File: config.mk
export PLATFORM = sky130hd
export DESIGN_NAME = masked_burst_counter
export DESIGN_NICKNAME = d
export VERILOG_FILES = /design/src/rtl/burst_pkg.sv /design/src/rtl/burst_ctl.sv /design/src/rtl/burst_path.sv /design/src/rtl/masked_burst_counter.sv
export SDC_FILE = /design/constraint.sdc
export NUM_CORES = 1
export LEC_CHECK = 0
export BUFFER_PORTS_ARGS = -buffer_cell sky130_fd_sc_hd__buf_2
export CAP_MARGIN = 20
export CORE_MARGIN = 2
export CORE_UTILIZATION = 55
export CTS_CLUSTER_SIZE = 28
export DETAILED_ROUTE_END_ITERATION = 12
export PLACE_DENSITY = 0.86
export SLEW_MARGIN = 20
export SYNTH_ARGS = -nofsm -noshare
export SYNTH_HDL_FRONTEND = slang
export SYNTH_SLANG_ARGS = --single-unit
File: constraint.sdc
create_clock -name clk -period 2.1 [get_ports clk]
set_input_delay 0.105 -clock clk [delete_from_list [all_inputs] [get_ports clk]]
set_output_delay 0.105 -clock clk [all_outputs]
set_load 0.01 [all_outputs]
File: src/rtl/burst_pkg.sv
package burst_pkg;
  // Per-edge commands from control to datapath; at most one is active.
  typedef struct packed {
    logic clear;
    logic load;
    logic incr;
    logic maskWr;
  } burstStrobes_t;
endpackage

File: src/rtl/burst_ctl.sv
module burst_ctl
  import burst_pkg::*;
(
  input  logic          strobeN,
  input  logic          cntEnN,
  input  logic          cntClrN,
  input  logic          maskSelN,
  output burstStrobes_t stb
);
  logic cntMode;

  assign cntMode = maskSelN;

  always_comb begin
    stb        = '0;
    stb.maskWr = !cntMode && !strobeN;
    if (cntMode) begin
      if (!cntClrN)
        stb.clear = 1'b1;          // clear beats load and increment
      else if (!cntEnN)
        begin
          stb.load = !strobeN;
          stb.incr = strobeN;
        end
    end
  end
endmodule

File: src/rtl/burst_path.sv
module burst_path
  import burst_pkg::*;
#(
  parameter int ADDR_W = 16
) (
  input  logic              clk,
  input  logic              rstN,
  input  burstStrobes_t     stb,
  input  logic [ADDR_W-1:0] extAddr,
  output logic [ADDR_W-1:0] cntQ,
  output logic [ADDR_W-1:0] maskQ,
  output logic              wrapN
);
  localparam logic [ADDR_W-1:0] ONE = ADDR_W'(1);

  logic [ADDR_W-1:0] maskIn;
  logic [ADDR_W-1:0] stepVal;
  logic [ADDR_W-1:0] clearVal;
  logic              hitsTop;

  // Keep only the run of ones that starts at bit 0.
  assign maskIn[0] = extAddr[0];
  for (genvar i = 1; i < ADDR_W; i++) begin : g_smear
    assign maskIn[i] = maskIn[i-1] & extAddr[i];
  end

  assign stepVal  = (cntQ & ~maskQ) | ((cntQ + ONE) & maskQ);
  assign clearVal = cntQ & ~maskQ;
  assign hitsTop  = (stepVal & maskQ) == maskQ;

  always_ff @(posedge clk or negedge rstN) begin
    if (!rstN) begin
      cntQ  <= '0;
      maskQ <= '1;
      wrapN <= 1'b1;
    end else begin
      if (stb.maskWr) maskQ <= maskIn;
      if (stb.clear) begin
        cntQ  <= clearVal;
        wrapN <= 1'b1;
      end else if (stb.load) begin
        cntQ  <= extAddr;
        wrapN <= 1'b1;
      end else if (stb.incr) begin
        cntQ <= stepVal;
        if (hitsTop) wrapN <= 1'b0;
      end
    end
  end
endmodule

File: src/rtl/masked_burst_counter.sv
module masked_burst_counter #(
  parameter int ADDR_W = 16
) (
  input  logic              clk,
  input  logic              rstN,
  input  logic              strobeN,
  input  logic              cntEnN,
  input  logic              cntClrN,
  input  logic              maskSelN,
  input  logic [ADDR_W-1:0] extAddr,
  output logic [ADDR_W-1:0] curAddr,
  output logic [ADDR_W-1:0] readback,
  output logic              wrapIntN
);
  burst_pkg::burstStrobes_t stb;
  logic [ADDR_W-1:0] cntQ;
  logic [ADDR_W-1:0] maskQ;

  burst_ctl ctl_i (
    .strobeN (strobeN),
    .cntEnN  (cntEnN),
    .cntClrN (cntClrN),
    .maskSelN(maskSelN),
    .stb     (stb)
  );

  burst_path #(.ADDR_W(ADDR_W)) path_i (
    .clk    (clk),
    .rstN   (rstN),
    .stb    (stb),
    .extAddr(extAddr),
    .cntQ   (cntQ),
    .maskQ  (maskQ),
    .wrapN  (wrapIntN)
  );

  assign curAddr  = cntQ;
  assign readback = maskSelN ? cntQ : maskQ;
endmodule

Word-level counts from Yosys, hierarchy flattened. Cells that the tools add are included.

Bits of input ports: 22. Memories: 0. Memory bits (read-only): 0. Bits in latches: 0. Output and inout bits: 33. RAM bits: 0. Register bits: 33. Logic and storage cells: 43.

Equality and inequality tests: 1. Mux-type cells: 12. Multipliers: 0. Order comparisons: 0. Divide/modulo/power cells: 0. Reductions and logical operators: 6. Shifts and indexed selects: 0. Add/subtract/negate cells: 1. Bitwise logic cells: 20.

Operators with widths (count): $mux 16 (4); $and 16x16->16 (3); $add 16x1->16 const B (1); $eq 16x16->1 (1); $not 16->16 (1); $or 16x16->16 (1); $and 1x1->1 (15); $reduce_bool 3->1 (2); $mux 1 (5); $mux 2 (2); $mux 3 (1); $logic_not 1->1 (2); $reduce_and 2->1 (1); $logic_and 1x1->1 (1).

Depth between registers and ports, before layout.
Depth in word-level cells: 15. Gate-level depth with buffers: 7. Depth with buffers taken out: 7.

By module. From an unflattened synthesis, not the netlist that was laid out.

Cells, all modules: 276. Area, all modules: 2486.1 µm².

By module, submodules not included: burst_path (cells each 254, instances 1, area an instance 2203.4 µm², seq. area each 847.1 µm²); masked_burst_counter (cells each 18, instances 1, area an instance 249.0 µm², seq. area each 0.0 µm²); burst_ctl (cells each 4, instances 1, area an instance 33.8 µm², seq. area each 0.0 µm²).

Least setup slack after synthesis. No wires, ideal clock.

Path type: register to register. Start point: register path_i.cntQ[0]. End point: register path_i.cntQ[14]. Arrival: 1.830 ns. Clock period less this slack: 1.894 ns. Buffers on the path: 0. Setup slack: 0.206 ns. Library setup time: 0.064 ns. Stages on the path, launching flop included: 8. Data required time: 2.036 ns. Cell sequence: dfrtp_1 ha_1 nand3_2 nor2_1 nand3_1 or3b_1 a21oi_1 o32a_2.

Word-level cells in the longest chain between the ends: 6.

RTL lines: from (decl) (line burst_path.sv:10) `output logic [ADDR_W-1:0] cntQ,`; from (signal assigned) (line burst_path.sv:39) `cntQ <= clearVal;`; from (signal assigned) (line burst_path.sv:42) `cntQ <= extAddr;`; from (signal assigned) (line burst_path.sv:45) `cntQ <= stepVal;`; $add 16x1->16 (line burst_path.sv:27) `assign stepVal = (cntQ & ~maskQ) | ((cntQ + ONE) & maskQ);`; $and 16x16->16 (line burst_path.sv:27); $or 16x16->16 (line burst_path.sv:27); $mux 16 (line burst_path.sv:44) `end else if (stb.incr) begin`; $mux 16 (line burst_path.sv:41) `end else if (stb.load) begin`; $mux 16 (line burst_path.sv:38) `if (stb.clear) begin`.

No other way between the ends. The select of a mux whose other input is x is not followed. A chain may end at the register's enable or synchronous reset.

Worst setup path in the final report.
Start point: register path_i.cntQ[1]. End point: register path_i.cntQ[14].

The elaborated chain is that of the path after synthesis.

==> reports/results.tsv <==
stage	metric	value	unit
cells_and_area	diode count	0	
min_path	hold crit path type	input port to flop	
cells_and_area	fin nets	376	
route	WL final	7.05	mm
sta	final setup skew	0.00417	ns
sta	fin worst setup slack	0.146	ns
logic_synthesis	top cells by count, synth	nand2_1, o21ai_0, a21oi_1, dfstp_2, dfrtp_1	
min_path	Worst Hold Depth	3	
worst_setup_path	r2r startpoint	path_i.cntQ[1]	
place	IO Port Bufs	54	
worst_setup_path	Arr. time, crit path	2.19	ns
worst_setup_path	crit start category	flop	
place	DP Area	2850	sq um
worst_setup_path	reg-to-reg slack, setup	0.15	ns
logic_synthesis	register area share after synthesis	0.337	
logic_synthesis	Ys Warns	0	
logic_synthesis	main area contributors after synthesis	dfstp_2, dfrtp_1, o21ai_0, nand2_1, mux2_2	
logic_synthesis	Synth async-reset ratio	1.00	
worst_setup_path	crit path max fanout	7	
worst_setup_path	Crit. End Element	flop	
sta	Final Hold Viols	0	
place	DPL Wire Length	5.02	mm
worst_setup_path	crit path kind	flop to flop	
logic_synthesis	synthesized area	2510	sq um
cells_and_area	share of layout cells above drive strength 1	0.344	
power	Pwr Density	665	nW/um^2
global_route	initial antenna violation count	0	
logic_synthesis	synthesized area per cell	8.46	sq um
logic_synthesis	Post-Syn Instances	297	
place	pre-CTS setup slack	0.111	ns
worst_setup_path	R2R Path End	path_i.cntQ[14]	
global_route	first-pass GRT wire length	11.9	mm
die	row cnt	24	
logic_synthesis	Most used DFF post-synth	dfstp_2	
sta	RSZ-0062 raised after global routing	no	
sta	Tmin final	1.95	ns
cts	clk root buf	clkbuf_8	
place	placed cells	395	
die	DIE WIDTH	71.6	um
global_route	largest net degree at the start of global routing	34	
sta	max_slew headroom	0.488	
power	Leakage	0.00130	uW
cts	Worst-Skew Late Latency	0.29	ns
logic_synthesis	share of the synthesized area in the top cell type	0.178	
cts	Clock transition at path regs	0.07	ns
route	vias	2556	
route	DR WL/cell	17.4	um
status	status	finished, final reports clean	
cells_and_area	fin cells	404	
cts	clock sinks	33	
die	Starting Density	0.573	
cts	TritonCTS Buffers	5	
worst_setup_path	worst setup path start	path_i.cntQ[1]	
worst_setup_path	CP required	2.33	ns
die	total core area	4380	sq um
worst_setup_path	CP endpoint	path_i.cntQ[14]	
die	Die ar.	5120	sq um
power	maximum vdd drop	328	uV
die	Boundary Pins	55	
die	die span in y	71.6	um
sta	Max Slew Vio Count	0	
logic_synthesis	Synth Register Bits	33	
sta	setup violators final	0	
route	DR iter-0 viols	293	
flow_run	Max-Cap Viols	0	
power	Final Total Pwr	1970	uW
route	TritonRoute pass-1 iters	5	
route	DRC viols	0	
global_route	Tot GR Track Use	0.296	
route	Final ANT Viol Nets	0	
logic_synthesis	count leader, synth	nand2_1	
cts	CTS HTree Levels	2	
worst_setup_path	Worst Reg2Reg Path Length in Cells	7	
global_route	total gr overflow	0	
logic_synthesis	Post-Syn Nets	322	
logic_synthesis	EDFF count, synth	0	
sta	measured slew at the worst slew-check pin	0.768	ns
cells_and_area	Area growth syn-to-layout	17.9	%
place	Placer Congestion	0.911	
sta	ratio of final minimum period to clock period	0.930	
sta	Fmax	512	MHz
logic_synthesis	post-synth cell types	50	
cells_and_area	Final Cell Area	2960	sq um
sta	setup tns final	0	ns
cts	CTS tree	built	
logic_synthesis	cell taking the most area after synthesis	dfstp_2	
route	vias per inst	6.33	
cts	Bufs on Longest Clock Path	2	
global_route	vias in the first global route	2408	
[worst min path at each step]
| stage | to | slack (ns) | startpoint |
|---|---|---|---|
| after detailed placement | path_i.cntQ[2] | 0.22 | rstN |
| after floorplan | path_i.cntQ[0] | -0.19 | rstN |
| after CTS | path_i.maskQ[15] | 0.04 | extAddr[15] |
| final | path_i.maskQ[15] | 0.04 | extAddr[15] |
| after global placement | path_i.cntQ[1] | 0.21 | rstN |
| after global routing | path_i.maskQ[1] | 0.07 | extAddr[1] |
[placed cells by master (no fill, tap or decap), types with 2 or more instances in the layout]
cell	netlist	final
dfstp_2	17	17
inv_1	10	10
nand2_1	43	43
ha_1	3	2
and4_1	2	2
clkinv_2	0	2
xor2_1	3	3
nand4_4	1	2
mux2i_1	7	7
nor3_2	2	4
buf_4	3	12
nand2b_1	3	3
nor4_2	2	2
o2bb2ai_1	3	3
nor2b_1	9	9
nand4_1	6	6
and3_1	8	8
o21ai_1	4	4
mux2_2	14	14
a21o_1	3	3
a22o_1	5	5
a31oi_1	3	3
xnor2_1	14	14
a32o_1	2	2
dfrtp_2	0	2
o21ai_0	36	36
nor2_1	12	12
and2_1	2	2
clkbuf_8	0	5
a21oi_1	17	17
nor3_1	6	4
nand3_1	7	7
dfrtp_1	16	14
buf_2	5	54
[sequential cells by signal, indices dropped and copies added (netlist names)]
| name | count |
|---|---|
| path_i.maskQ | 16 |
| path_i.wrapN | 1 |
| path_i.cntQ | 16 |
[final cells by class]
| cell class | count | area (sq um) |
|---|---|---|
| flip-flops and latches | 33 | 850 |
| clock buffers | 6 | 72.6 |
| multi-input cells | 234 | 1560 |
| clock inverters | 2 | 10.0 |
| repair buffers | 67 | 370 |
| well taps | 52 | 65.1 |
| fillers | 348 | 1420 |
| inverters | 10 | 37.5 |
[report_power, final]
| part | internal, uW | total (uW) | switching (uW) |
|---|---|---|---|
| clock | 230 | 469 | 239 |
| sequential | 716 | 871 | 155 |
| combinational | 287 | 631 | 344 |
| total | 1230 | 1970 | 738 |
[through the flow]
| step | hold slack [ns] | util |
|---|---|---|
| after floorplan | -0.191 | - |
| after global placement | 0.213 | 0.649 |
| after detailed placement | 0.222 | 0.649 |
| after CTS | 0.0405 | 0.670 |
| after global routing | 0.0684 | 0.676 |
| final | 0.0406 | 0.676 |
[critical path: stages (launching register included)]
cell and delay (ns):
dfrtp_2 0.44, ha_2 0.26, nand3_2 0.15, nor2_1 0.20, nand3_1 0.15, or3b_1 0.40, a21oi_1 0.14, o32a_2 0.15
[logic make-up after synthesis]
logic type               count (synthesis)  share of synthesized area
AO/OA/AOI/OAI                           83                      0.201
buffers and inverters                   30                     0.0518
AND/OR/NAND/NOR                        110                      0.245
flip-flops                              33                      0.337
adder cells (fa/ha/maj)                  3                     0.0149
XOR/XNOR                                17                     0.0593
multiplexers                            21                     0.0906
[metal layers]
metal | wire [um] | share of wire | global-route usage | vias up
li1 | - | - | - | 1165
met1 | 2910 | 0.41 | 0.395 | 1207
met2 | 3300 | 0.47 | 0.461 | 159
met3 | 666 | 0.094 | 0.0745 | 25
met4 | 171 | 0.024 | 0.117 | 0
met5 | 0 | 0 | 0 | -
[repair_timing]
item | CTS | global route
endpoints found under the setup margin | 0 | 6
hold buffers | 1 | 0
gates resized for setup | 0 | 6
endpoints found under the hold margin | 16 | 0
setup buffers | 0 | 0
Note: power is estimated with default switching activity, not from simulation.
